File: src/rtl/ret_guard_pkg.sv
package ret_guard_pkg;
    typedef enum logic [1:0] {
        FLT_NONE     = 2'd0,
        FLT_MISMATCH = 2'd1,
        FLT_EMPTY    = 2'd2,
        FLT_PROTO    = 2'd3
    } fault_e;
endpackage

File: src/rtl/ret_guard_stack.sv
module ret_guard_stack #(
    parameter int ADDR_W = 32,
    parameter int DEPTH  = 32
) (
    input  logic              clk,
    input  logic              rst_n,
    input  logic              push_i,
    input  logic              pop_i,
    input  logic [ADDR_W-1:0] push_data_i,
    output logic [ADDR_W-1:0] top_o,
    output logic              empty_o,
    output logic              full_o
);
    localparam int PW = $clog2(DEPTH);

    logic [PW:0]       cnt_d, cnt_q;
    logic [PW-1:0]     wr_idx;
    logic [PW-1:0]     rd_idx;
    logic [ADDR_W-1:0] mem_q [DEPTH];

    assign wr_idx  = cnt_q[PW-1:0];
    assign rd_idx  = PW'(cnt_q - 1'b1);
    assign empty_o = (cnt_q == '0);
    assign full_o  = (cnt_q == (PW+1)'(DEPTH));
    assign top_o   = mem_q[rd_idx];

    always_comb begin
        cnt_d = cnt_q;
        if (push_i && !full_o) begin
            cnt_d = cnt_q + 1'b1;
        end else if (pop_i && !empty_o) begin
            cnt_d = cnt_q - 1'b1;
        end
    end

    always_ff @(posedge clk) begin
        if (!rst_n) begin
            cnt_q <= '0;
        end else begin
            cnt_q <= cnt_d;
        end
    end

    for (genvar gi = 0; gi < DEPTH; gi++) begin : g_entry
        always_ff @(posedge clk) begin
            if (push_i && !full_o && (wr_idx == PW'(gi))) begin
                mem_q[gi] <= push_data_i;
            end
        end
    end
endmodule

File: src/rtl/ret_guard_ctrl.sv
module ret_guard_ctrl
    import ret_guard_pkg::*;
#(
    parameter int ADDR_W = 32,
    parameter int SIZE_W = 3
) (
    input  logic              clk,
    input  logic              rst_n,
    input  logic              rt_valid,
    input  logic [ADDR_W-1:0] rt_pc,
    input  logic [SIZE_W-1:0] rt_size,
    input  logic              rt_is_call,
    input  logic              rt_is_ret,
    input  logic [ADDR_W-1:0] rt_next_pc,
    input  logic              fault_clear,
    input  logic [ADDR_W-1:0] top_i,
    input  logic              empty_i,
    input  logic              full_i,
    output logic              push_o,
    output logic              pop_o,
    output logic [ADDR_W-1:0] push_data_o,
    output logic              stall_o,
    output logic              halt_o,
    output logic              nmi_o,
    output logic              ovf_o,
    output logic [1:0]        fault_kind_o,
    output logic [ADDR_W-1:0] fault_pc_o,
    output logic [ADDR_W-1:0] fault_exp_o
);
    typedef struct packed {
        logic              halt;
        logic              nmi;
        logic              ovf;
        fault_e            kind;
        logic [ADDR_W-1:0] fpc;
        logic [ADDR_W-1:0] fexp;
    } state_t;

    state_t st_d, st_q;
    logic   live;
    logic   is_call_only;
    logic   is_ret_only;
    logic   flt;
    fault_e flt_kind;
    logic [ADDR_W-1:0] flt_exp;

    assign live         = rt_valid && !st_q.halt && !fault_clear;
    assign is_call_only = rt_is_call && !rt_is_ret;
    assign is_ret_only  = rt_is_ret && !rt_is_call;
    assign push_data_o  = rt_pc + ADDR_W'(rt_size);
    assign push_o       = live && is_call_only && !full_i;
    assign pop_o        = live && is_ret_only && !empty_i;
    assign stall_o      = rt_valid && rt_is_ret && !st_q.halt;

    always_comb begin
        flt      = 1'b0;
        flt_kind = FLT_NONE;
        flt_exp  = '0;
        if (live) begin
            if (rt_is_call && rt_is_ret) begin
                flt      = 1'b1;
                flt_kind = FLT_PROTO;
            end else if (is_ret_only) begin
                if (empty_i) begin
                    flt      = 1'b1;
                    flt_kind = FLT_EMPTY;
                end else if (top_i != rt_next_pc) begin
                    flt      = 1'b1;
                    flt_kind = FLT_MISMATCH;
                    flt_exp  = top_i;
                end
            end
        end

        st_d     = st_q;
        st_d.nmi = 1'b0;
        if (fault_clear) begin
            st_d.halt = 1'b0;
            st_d.ovf  = 1'b0;
            st_d.kind = FLT_NONE;
        end else if (live && is_call_only && full_i) begin
            st_d.ovf = 1'b1;
        end
        if (flt) begin
            st_d.halt = 1'b1;
            st_d.nmi  = 1'b1;
            st_d.kind = flt_kind;
            st_d.fpc  = rt_pc;
            st_d.fexp = flt_exp;
        end
    end

    always_ff @(posedge clk) begin
        if (!rst_n) begin
            st_q <= '{halt: 1'b0, nmi: 1'b0, ovf: 1'b0, kind: FLT_NONE,
                      fpc: '0, fexp: '0};
        end else begin
            st_q <= st_d;
        end
    end

    assign halt_o       = st_q.halt;
    assign nmi_o        = st_q.nmi;
    assign ovf_o        = st_q.ovf;
    assign fault_kind_o = st_q.kind;
    assign fault_pc_o   = st_q.fpc;
    assign fault_exp_o  = st_q.fexp;
endmodule

File: src/rtl/ret_guard.sv
module ret_guard #(
    parameter int ADDR_W = 32,
    parameter int SIZE_W = 3,
    parameter int DEPTH  = 32
) (
    input  logic              clk,
    input  logic              rst_n,
    input  logic              rt_valid,
    input  logic [ADDR_W-1:0] rt_pc,
    input  logic [SIZE_W-1:0] rt_size,
    input  logic              rt_is_call,
    input  logic              rt_is_ret,
    input  logic [ADDR_W-1:0] rt_next_pc,
    input  logic              fault_clear,
    output logic              stall_o,
    output logic              halt_o,
    output logic              nmi_o,
    output logic              ovf_o,
    output logic [1:0]        fault_kind_o,
    output logic [ADDR_W-1:0] fault_pc_o,
    output logic [ADDR_W-1:0] fault_exp_o
);
    logic              push;
    logic              pop;
    logic [ADDR_W-1:0] push_data;
    logic [ADDR_W-1:0] top;
    logic              empty;
    logic              full;

    ret_guard_stack #(.ADDR_W(ADDR_W), .DEPTH(DEPTH)) u_stack (
        .clk         (clk),
        .rst_n       (rst_n),
        .push_i      (push),
        .pop_i       (pop),
        .push_data_i (push_data),
        .top_o       (top),
        .empty_o     (empty),
        .full_o      (full)
    );

    ret_guard_ctrl #(.ADDR_W(ADDR_W), .SIZE_W(SIZE_W)) u_ctrl (
        .clk          (clk),
        .rst_n        (rst_n),
        .rt_valid     (rt_valid),
        .rt_pc        (rt_pc),
        .rt_size      (rt_size),
        .rt_is_call   (rt_is_call),
        .rt_is_ret    (rt_is_ret),
        .rt_next_pc   (rt_next_pc),
        .fault_clear  (fault_clear),
        .top_i        (top),
        .empty_i      (empty),
        .full_i       (full),
        .push_o       (push),
        .pop_o        (pop),
        .push_data_o  (push_data),
        .stall_o      (stall_o),
        .halt_o       (halt_o),
        .nmi_o        (nmi_o),
        .ovf_o        (ovf_o),
        .fault_kind_o (fault_kind_o),
        .fault_pc_o   (fault_pc_o),
        .fault_exp_o  (fault_exp_o)
    );
endmodule

File: config.mk
export PLATFORM = sky130hd
export DESIGN_NAME = ret_guard
export DESIGN_NICKNAME = d
export VERILOG_FILES = /design/src/rtl/ret_guard_pkg.sv /design/src/rtl/ret_guard_stack.sv /design/src/rtl/ret_guard_ctrl.sv /design/src/rtl/ret_guard.sv
export SDC_FILE = /design/constraint.sdc
export NUM_CORES = 1
export LEC_CHECK = 0
export BUFFER_PORTS_ARGS = -buffer_cell sky130_fd_sc_hd__buf_2
export CAP_MARGIN = 20
export CORE_MARGIN = 2
export CORE_UTILIZATION = 55
export CTS_CLUSTER_DIAMETER = 50
export DETAILED_ROUTE_END_ITERATION = 8
export MAX_ROUTING_LAYER = met4
export PLACE_DENSITY_LB_ADDON = 0.08
export SLEW_MARGIN = 20
export SYNTH_ARGS = -nofsm -noshare
export SYNTH_HDL_FRONTEND = slang
export SYNTH_SLANG_ARGS = --single-unit
File: constraint.sdc
create_clock -name clk -period 5.9 [get_ports clk]
set_input_delay 0.295 -clock clk [delete_from_list [all_inputs] [get_ports clk]]
set_output_delay 0.295 -clock clk [all_outputs]
set_load 0.03 [all_outputs]
# Word level (Yosys, flattened, before mapping)
# Memory sizes are Yosys's and may differ from the RTL's.
# Index checks and enable logic that the tools add are counted.
[totals]
regBits = 75
mem_bits_rw = 1024
input_bits = 73
output_inout_bits = 70
word_cells = 311
n_memories = 1
[classes]
addsub = 3
n_eq_ne = 33
mux = 178
bitwise = 1
reduce_logical = 88
[memory_table]
columns = ["name", "words", "word_bits", "read_ports", "rd_ports_with_merged_regs", "write_ports", "line", "source"]
rows = [
  ["u_stack.mem_q", 32, 32, 1, 0, 1, "ret_guard_stack.sv:19", "logic [ADDR_W-1:0] mem_q [DEPTH];"],
]
[ops]
columns = ["op", "count"]
rows = [
  ["two-way mux 32 bit", 36],
  ["OR reduction 32 bit", 31],
  ["two-way mux 5 bit", 31],
  ["two-way mux 1 bit", 102],
  ["equality test 5 bit, second input constant", 16],
  ["two-way mux 66 bit", 1],
  ["logical AND 1 bit", 46],
  ["equality test 5 x 4 -> 1 bit, second input constant", 8],
  ["adder 32 x 3 -> 32 bit", 1],
  ["!= test 32 bit", 1],
  ["equality test 5 x 3 -> 1 bit, second input constant", 4],
  ["two-way mux 2 bit", 6],
  ["two-way mux 6 bit", 2],
  ["equality test 5 x 2 -> 1 bit, second input constant", 2],
  ["adder 6 x 1 -> 6 bit, second input constant", 1],
  ["equality test 6 bit, second input constant", 1],
  ["logical NOT 1 bit", 6],
  ["logical NOT 6 bit", 1],
  ["subtractor 6 x 1 -> 6 bit, second input constant", 1],
  ["equality test 5 x 1 -> 1 bit, second input constant", 1],
  ["logical NOT 5 bit", 1],
  ["nonzero test 2 bit", 2],
  ["OR reduction 2 bit", 1],
  ["NOT 1 bit", 1],
]

# Depth between registers and ports, before layout
# Gate-level depths: netlist of the first run.
[depth]
depth_word = 41
mapped_depth = 21
mapped_depth_nobuf = 13

# Hierarchy
# Synthesis of the first run repeated with hierarchy kept, for this count alone.
[hier_totals]
cells_unflattened = 2358
hier_area_um2 = 44193.6
[modules_own_cells]
columns = ["mod", "instances", "cells_per_inst", "area_per_inst_um2", "seq_area_each_um2"]
rows = [
  ["ret_guard_stack", 1, 1886, 39927.0, 30869.6],
  ["ret_guard_ctrl", 1, 472, 4266.6, 1381.3],
]

# Worst setup path before layout of the first run
# OpenSTA, ideal clock, no wires.
[synth_timing]
path_type = "register to register"
from = "register u_stack.cnt_q[0]"
to = "memory u_stack.mem_q[1][0] (enable)"
setup_ns = 0.461
t_arrival_ns = 4.227
t_required_ns = 5.439
setup_slack_ns = 1.212
stages_incl_launch_ff = 14
path_buffers = 4
synth_period_minus_slack_ns = 4.688
path_cell_list = "dfxtp_1 > buf_4 > inv_2 > buf_1 > ha_1 > buf_2 > buf_4 > nand2_1 > nor2_1 > nand2_1 > nand2_1 > nor2_1 > nand2_1 > nor3_1"
[synth_via]
elab_chain_len = 39
elab_cells_between_ends = 225
cone_classes = "32 x eq/ne; 126 x mux; 67 x reduce/logical"
[synth_rtl]
columns = ["item", "line", "source"]
rows = [
  ["from (decl)", "ret_guard_stack.sv:16", "logic [PW:0] cnt_d, cnt_q;"],
  ["from (signal assigned)", "ret_guard_stack.sv:40", "cnt_q <= cnt_d;"],
  ["equality test 6 bit", "ret_guard_stack.sv:24", "assign full_o = (cnt_q == (PW+1)'(DEPTH));"],
  ["logical NOT 1 bit", "ret_guard_stack.sv:46, ret_guard_ctrl.sv:51", ""],
  ["logical AND 1 bit", "ret_guard_ctrl.sv:51", "assign push_o = live && is_call_only && !full_i;"],
  ["logical AND 1 bit (2 in a row)", "ret_guard_stack.sv:46", "if (push_i && !full_o && (wr_idx == PW'(gi))) begin"],
  ["two-way mux 1 bit", "ret_guard_stack.sv:46", ""],
  ["two-way mux 1 bit (implied by the code)", "ret_guard_stack.sv:47", "mem_q[gi] <= push_data_i;"],
  ["OR reduction 32 bit (no line)", "-", ""],
  ["two-way mux 5 bit (no line) or two-way mux 1 bit (tied branches) (31 in a row)", "-", ""],
  ["to (decl)", "ret_guard_stack.sv:19", ""],
]
# Several ways; a longest one is shown, not always the timed one.

# Final worst setup path of the first run
[layout_timing]
from = "register u_stack.cnt_q[1]"
to = "register u_ctrl.st_q (netlist bit u_ctrl.fault_pc_o[28])"
[layout_via]
elab_chain_len = 8
elab_cells_between_ends = 9
cone_classes = "1 x add/sub; 1 x eq/ne; 5 x mux; 1 x reduce/logical; 1 x memory"
[layout_rtl]
columns = ["item", "line", "source"]
rows = [
  ["subtractor 6 x 1 -> 6 bit", "-", ""],
  ["memory (32 x 32 bit)", "-", ""],
  ["!= test 32 bit", "ret_guard_ctrl.sv:67", "end else if (top_i != rt_next_pc) begin"],
  ["two-way mux 1 bit", "ret_guard_ctrl.sv:67", ""],
  ["two-way mux 1 bit *", "ret_guard_ctrl.sv:64", "if (empty_i) begin"],
  ["two-way mux 1 bit *", "ret_guard_ctrl.sv:63", "end else if (is_ret_only) begin"],
  ["two-way mux 1 bit *", "ret_guard_ctrl.sv:60", "if (rt_is_call && rt_is_ret) begin"],
  ["two-way mux 1 bit *", "ret_guard_ctrl.sv:59", "if (live) begin"],
  ["to (signal assigned)", "ret_guard_ctrl.sv:95", "st_q <= '{halt: 1'b0, nmi: 1'b0, ovf: 1'b0, kind: FLT_NONE,"],
  ["to (signal assigned)", "ret_guard_ctrl.sv:98", "st_q <= st_d;"],
  ["to (decl)", "ret_guard_ctrl.sv:39", "state_t st_d, st_q;"],
]
# Every way passes the cells marked *; elsewhere a longest branch is shown, timed or not.
# A chain may end at the register's enable or synchronous reset.

==> summary.md, run 1 <==
| Metric | Value |
|---|---|
| Outcome | complete, no violations |
| Vias in the first global route | 24707 |
| Htree depth | 3 |
| Final worst slack | 0.3402 ns |
| Reg-to-reg slack, setup | 0.34 ns |
| Synth Net Count | 2603 |
| Clock power share | 42.7% |
| Clock Sinks | 1099 |
| Row count | 103 |
| Delay-heaviest family, CP | multiplexers |
| Psw | 0.003665 W |
| Share of the yosys chip area belonging to registers | 73.41% |
| Nets | 2842 |
| Async SR Flop Fraction | 0% |
| Main flop type after synthesis | edfxtp_1 |
| Crit-path cells | inv_1 > ha_4 > xor2_4 > buf_12 > mux4_1 > mux2_2 > o221ai_1 > a31oi_1 > xnor2_2 > nand4_1 > or4_4 > o31ai_4 > buf_12 > mux2i_1 |
| Syn Area/Cell | 17.43 um^2 |
| DP HPWL | 68.76 mm |
| First-pass GRT wire length | 174.9 mm |
| CTS max path bufs | 3 |
| Seq pwr share | 51.3% |
| Pwr Total | 0.01672 W |
| Via/cell ratio | 6.392 |
| Routability Congestion | 0.8515 |
| Post-Syn Instances | 2520 |
| Final hold vios | 0 |
| 1st-iter DRT viols | 3562 |
| Tot GR Track Use | 30.99% |
| Final Cycle Share | 94.23% |
| Max-cap violation count | 0 |
| Dominant cell by count in the synthesized netlist | edfxtp_1 |
| P_int | 0.01305 W |
| Routed wire length | 122.5 mm |
| Synth area leader | edfxtp_1 |
| Final setup viols | 0 |
| Area delta synth->final | 15.09% |
| Yosys Warn Count | 0 |
| Post-CTS Repair Setup Buffers | 0 |
| Lkg Pwr | 17.00 nW |
| Place WS | 0.05923 ns |
| Highest clock rate | 179.9 MHz |
| CP endpoint kind | register |
| Crit path buffers/inverters | 3 |
| Max incr delay on CP | 0.64 ns |
| Slew Limit Headroom | 16.71% |
| Core ar. | 79000 um^2 |
| CP max stage cell | mux4_1 |
| Critical Path RT | 6.49 ns |
| Congestion Overflow GR | 0 |
| Max-slew violations | 0 |
| Initial DRT Pass Iterations | 7 |
| Clock Skews | 0.02807 ns |
| Worst-path maximum fanout | 61 |
| # IOs | 143 |
| Remaining antenna violation count | 0 |
| Worst-skew pair later-pin latency | 0.68 ns |
| CP arrival | 6.15 ns |
| Pwr dens | 330.7 nW/um^2 |
| Top post-synthesis cells by area | edfxtp_1 70%, mux4_2 9.9%, dfxtp_1 3.4% |
| Worst hold path class | in -> reg |
| Gate power share | 6.0% |
| Largest net degree at the start of global routing | 103 |
| Period minus WS final | 5.560 ns |
| Yosys top cell area share | 70.00% |
| Unique masters post-synth | 72 |
| Crit Path Class | reg -> reg |
| Worst slew pin tran | 1.240 ns |
| DR WL/cell | 31.36 um |
| CTS buffer count | 117 |
| CTS tree | done |
| Net Sw Frac | 21.92% |
| Post-synth EDFFs | 1024 |
| Initial core utilization | 55.61% |
| Unrepaired setup endpoints after global routing | false |
| Fillers | 5580 |
| Die Y | 286.6 um |
| Initial antenna violation count | 1 |
| Die Width | 286.6 um |
| Vias | 24972 |
| Mapped cell area | 43930 um^2 |
| Die area | 82150 um^2 |
| Layout cells sized above 1 | 24.23% |
| Root buffer cell | clkbuf_16 |
| Maximum vdd drop | 264.1 uV |
| Clock transition at path regs | 0.06 ns |
| Critical Path Source Type | register |
| Crit-path most repeated cell | buf_12 |
| Yosys reg bits | 1099 |
| DR DRC count | 0 |
| Commonest cells in the synthesized netlist | 1024 x edfxtp_1, 390 x nand2_1, 193 x mux4_2 |
| IO Port Bufs | 142 |
## power groups by stage
stage	sequential, W	combinational (W)	clock, W
2_1_floorplan	0.00876	0.000583	0
3_3_place_gp	0.00874	0.000950	0
3_5_place_dp	0.00874	0.000973	0
4_1_cts	0.00858	0.000993	0.00720
5_1_grt	0.00857	0.00107	0.00750
6_report	0.00858	0.00100	0.00714
## worst register-to-register path: cells and delay by family (launching register included)
kind / cells / cell delay, ns
flops: 1 / 0.60
compound gates: 3 / 0.71
mux: 3 / 1.31
buf+inv: 3 / 0.89
xor+xnor: 2 / 0.73
simple gates: 2 / 0.96
fa+ha+maj: 1 / 0.28
## metal layers
layer | track usage (%) | routed length, um | vias up
met4 | 8.796 | 3181 | 0
met1 | 42.63 | 48900 | 12941
met3 | 6.296 | 12570 | 222
li1 | - | - | 10423
met5 | - | 0 | -
met2 | 47.60 | 57860 | 1386
## cell families (layout without fill, tap and decap cells)
logic type,after synthesis,after routing,share of synthesized area [%]
DFF,1099,1099,73.41
and+or+nand+nor,743,743,7.776
muxes,296,296,12.33
buffers and inverters,162,498,2.142
AOI/OAI and AO/OA,145,145,2.677
xor gates and xnor gates,65,65,1.356
adders and majority gates,10,10,0.3019
other,0,1,0
## layout make-up
type / instances / area [um^2] / area share, %
flip-flops and latches: 1099 / 32250 / 63.80
multi-input cells: 1259 / 11260 / 22.28
clock buffers: 158 / 3189 / 6.308
repair buffers: 267 / 1912 / 3.782
well taps: 1050 / 1314 / 2.599
clock inverters: 58 / 566.8 / 1.121
inverters: 15 / 56.30 / 0.1114
diodes: 1 / 2.502 / 0.004950
## through the flow
step	hold slack (ns)	instance area (um^2)	instances	util [%]	setup TNS (ns)
floorplan	0.4338	43930	2520	-	0
global placement	0.4404	46310	3654	58.62	-12.53
detailed placement	0.4514	46360	3656	58.69	0
CTS	0.01337	50450	3905	63.86	0
global route	0.03305	50550	3906	63.99	0
finish	0.04236	50560	3907	64.00	0
## registers in the layout (all words and copies together) (netlist names)
| signal | flops |
|---|---|
| u_stack.cnt_q | 6 |
| u_ctrl.fault_pc_o | 32 |
| u_ctrl.fault_kind_o | 2 |
| u_ctrl.ovf_o | 1 |
| u_ctrl.halt_o | 1 |
| u_ctrl.fault_exp_o | 32 |
| u_ctrl.nmi_o | 1 |
| u_stack.mem_q | 1024 |
## cells in the final DEF, fill, tap and decap left out, types with 28 or more instances in the layout
cell type and n:
a32o_1 28, a32oi_1 29, buf_2 141, buf_4 78, clkbuf_1 31, clkbuf_16 120
dfxtp_1 74, dlygate4sd3_1 33, edfxtp_1 1024, mux2i_1 95, mux4_2 193, nand2_1 390
nand3_1 139, nor2_1 34, nor3_1 32
## path summary, 6_finish.rpt
kind                                           start                                  to  cells after the start
setup / recovery       u_stack.cnt_q[1]$_SDFFE_PN0P_  u_ctrl.fault_pc_o[28]$_SDFFE_PN0P_                     14
hold / removal                              rt_pc[4]   u_ctrl.fault_pc_o[4]$_SDFFE_PN0P_                      3
setup reg to reg       u_stack.cnt_q[1]$_SDFFE_PN0P_  u_ctrl.fault_pc_o[28]$_SDFFE_PN0P_                     14
hold reg to reg   u_ctrl.fault_pc_o[10]$_SDFFE_PN0P_  u_ctrl.fault_pc_o[10]$_SDFFE_PN0P_                      2
## timing repair
item / in CTS / in global routing
hold buffers: 33 / 0
gates resized for setup: 0 / 2
endpoints found under the setup margin: 0 / 26
hold endpoints to repair: 32 / 0
(Power assumes the default switching activity.)
==> inputs of run 2 (changes only) <==
REMOVE_ABC_BUFFERS = 1   (was default)
SKIP_LAST_GASP = 1   (was default)
==> summary.md, run 2 (synthesis gave the netlist of run 1 again) <==
| Metric | Value |
|---|---|
| Unrepaired setup endpoints after global routing | false (unchanged) |
| Layout Utilization | 64.70% (was 64.00%) |
| Die area | 82150 um^2 (unchanged) |
| First-pass GRT wire length | 177.4 mm (was 174.9 mm) |
| Period minus WS final | 5.721 ns (was 5.560 ns) |
| Root buffer cell | clkbuf_16 (unchanged) |
| Routed wire length | 125.5 mm (was 122.5 mm) |
| Clock Skews | 0.02338 ns (was 0.02807 ns) |
| Remaining antenna violation count | 0 (unchanged) |
| CTS max path bufs | 3 (unchanged) |
| Max-cap violation count | 0 (unchanged) |
| Crit Path Class | reg -> reg (unchanged) |
| Lkg Pwr | 17.29 nW (was 17.00 nW) |
| Area delta synth->final | 16.36% (was 15.09%) |
| Max-slew violations | 0 (unchanged) |
| DR DRC count | 0 (unchanged) |
| CP arrival | 6.33 ns (was 6.15 ns) |
| Initial core utilization | 55.61% (unchanged) |
| Congestion Overflow GR | 0 (unchanged) |
| Top reg by flops | u_stack.mem_q (unchanged) |
| Slew Limit Headroom | 24.32% (was 16.71%) |
| Final setup viols | 0 (unchanged) |
| Final hold vios | 0 (unchanged) |
| Outcome | complete, no violations (unchanged) |
| CP endpoint kind | register (unchanged) |
| Tot GR Track Use | 31.62% (was 30.99%) |
| Most frequent cells in the layout | 1024 x edfxtp_1, 390 x nand2_1, 193 x mux4_2, 141 x buf_2, 139 x nand3_1 (unchanged) |
| Vias in the first global route | 24693 (was 24707) |
| Core ar. | 79000 um^2 (unchanged) |
| # IOs | 143 (unchanged) |
| Final worst slack | 0.1786 ns (was 0.3402 ns) |
| DP HPWL | 70.80 mm (was 68.76 mm) |
| Critical Path RT | 6.51 ns (was 6.49 ns) |
| Highest clock rate | 174.8 MHz (was 179.9 MHz) |
| Worst-path maximum fanout | 28 (was 61) |
| Row count | 103 (unchanged) |
| Initial DRT Pass Iterations | 9 (was 7) |
| Maximum vdd drop | 316.7 uV (was 264.1 uV) |
| Worst slew pin tran | 1.135 ns (was 1.240 ns) |
| Layout cells sized above 1 | 25.41% (was 24.23%) |
| Largest net degree at the start of global routing | 127 (was 103) |
| Clock transition at path regs | 0.06 ns (about the same) |
| Multi-input logic area | 11320 um^2 (was 11260 um^2) |
| Commonest non-fill, non-tap cell in the layout | edfxtp_1 (unchanged) |
| CTS tree | done (unchanged) |
| WHS | 0.03899 ns (was 0.04236 ns) |
| Worst hold path class | in -> reg (unchanged) |
| 1st-iter DRT viols | 3191 (was 3562) |
| Pwr dens | 331.8 nW/um^2 (was 330.7 nW/um^2) |
| Vias | 25312 (was 24972) |
| Nets | 2876 (was 2842) |
| Final Cycle Share | 96.97% (was 94.23%) |
| Via/cell ratio | 6.408 (was 6.392) |
| Initial antenna violation count | 5 (was 1) |
| Register Area | 32250 um^2 (unchanged) |
| Worst-skew pair later-pin latency | 0.69 ns (was 0.68 ns) |
| Clock Sinks | 1099 (unchanged) |
| Die Width | 286.6 um (unchanged) |
| IO Port Bufs | 142 (unchanged) |
| Fillers | 5472 (was 5580) |
| Max FFs per register | 1024 (unchanged) |
| Htree depth | 3 (unchanged) |
| Critical Path Source Type | register (unchanged) |
| CTS buffer count | 116 (was 117) |
| Place WS | 0.6701 ns (was 0.05923 ns) |
| DR WL/cell | 31.77 um (was 31.36 um) |
| Routability Congestion | 0.8358 (was 0.8515) |
| Die Y | 286.6 um (unchanged) |
-- run 2: cell count changes in the layout (fill, tap and decap cells not counted), moves of 3 or more --
cell	previous run	this run
and3_4	7	3
xnor2_4	5	9
diode_2	1	4
inv_6	6	11
clkbuf_8	4	13
buf_6	0	4
buf_4	78	100
clkbuf_1	31	22
xnor2_2	18	12
inv_4	0	4
and3_2	7	11
clkinvlp_4	8	5
clkbuf_2	3	0
dlygate4sd3_1	33	40
-- run 2: layout make-up --
class,count,area share [%]
clock inverters,66,1.261
inverters,15,0.1102
well taps,1050,2.570
repair buffers,302,4.411
multi-input cells,1259,22.14
diodes,4,0.01958
clock buffers,155,6.386
flip-flops and latches,1099,63.10
-- run 2: repair_timing --
action                                 4_1_cts  5_1_grt
hold buffers                                40        0
setup endpoints to repair                    0        5
buffers inserted                             0        4
resized for setup                            0        8
endpoints found under the hold margin       33        0
-- run 2: through the flow --
step	instance area [um^2]	TNS [ns]	instances	power, W
2_1_floorplan	43050	-6016.69	2373	0.009386
3_3_place_gp	46460	0	3675	0.009697
3_5_place_dp	46570	0	3679	0.009717
4_1_cts	50880	0	3940	0.01700
5_1_grt	51120	0	3950	0.01739
6_report	51120	0	3950	0.01696
-- run 2: worst paths after layout --
kind              cells past startpoint                         startpoint  slack (ns)                                 end
setup / recovery                     14      u_stack.cnt_q[1]$_SDFFE_PN0P_        0.18  u_ctrl.fault_pc_o[31]$_SDFFE_PN0P_
hold / removal                        4                        fault_clear        0.04          u_ctrl.halt_o$_SDFFE_PN0P_
hold reg to reg                       2  u_ctrl.fault_pc_o[9]$_SDFFE_PN0P_        0.46   u_ctrl.fault_pc_o[9]$_SDFFE_PN0P_
setup reg to reg                     14      u_stack.cnt_q[1]$_SDFFE_PN0P_        0.18  u_ctrl.fault_pc_o[31]$_SDFFE_PN0P_
-- run 2: critical path, cell delays in order, from the launching register on --
cell           delay (ns)
dfxtp_1              0.57
inv_1                0.20
ha_4                 0.44
nor2_2               0.59
buf_4                0.40
nand3_1              0.11
a41o_1               0.22
nand4_1              0.25
xor2_1               0.43
nand4_1              0.32
or4_4                0.63
o31ai_4              0.27
buf_6                0.36
mux2i_1              0.24
dlygate4sd3_1        0.58
-- run 2: metal layers --
metal	GRT usage [%]	routed length, um	up-vias
li1	-	-	10485
met1	44.36	49890	13121
met2	48.61	60180	1451
met3	4.515	11220	255
met4	10.05	4203	0
met5	-	0	-
-- run 2: power breakdown --
group | leakage (nW) | internal (W) | switching [W] | total [W]
Sequential | 9.81 | 0.00857 | 0.00000895 | 0.00857
Combinational | 5.56 | 0.000355 | 0.000668 | 0.00102
Clock | 1.92 | 0.00430 | 0.00306 | 0.00736
Total | 17.3 | 0.0132 | 0.00374 | 0.0170
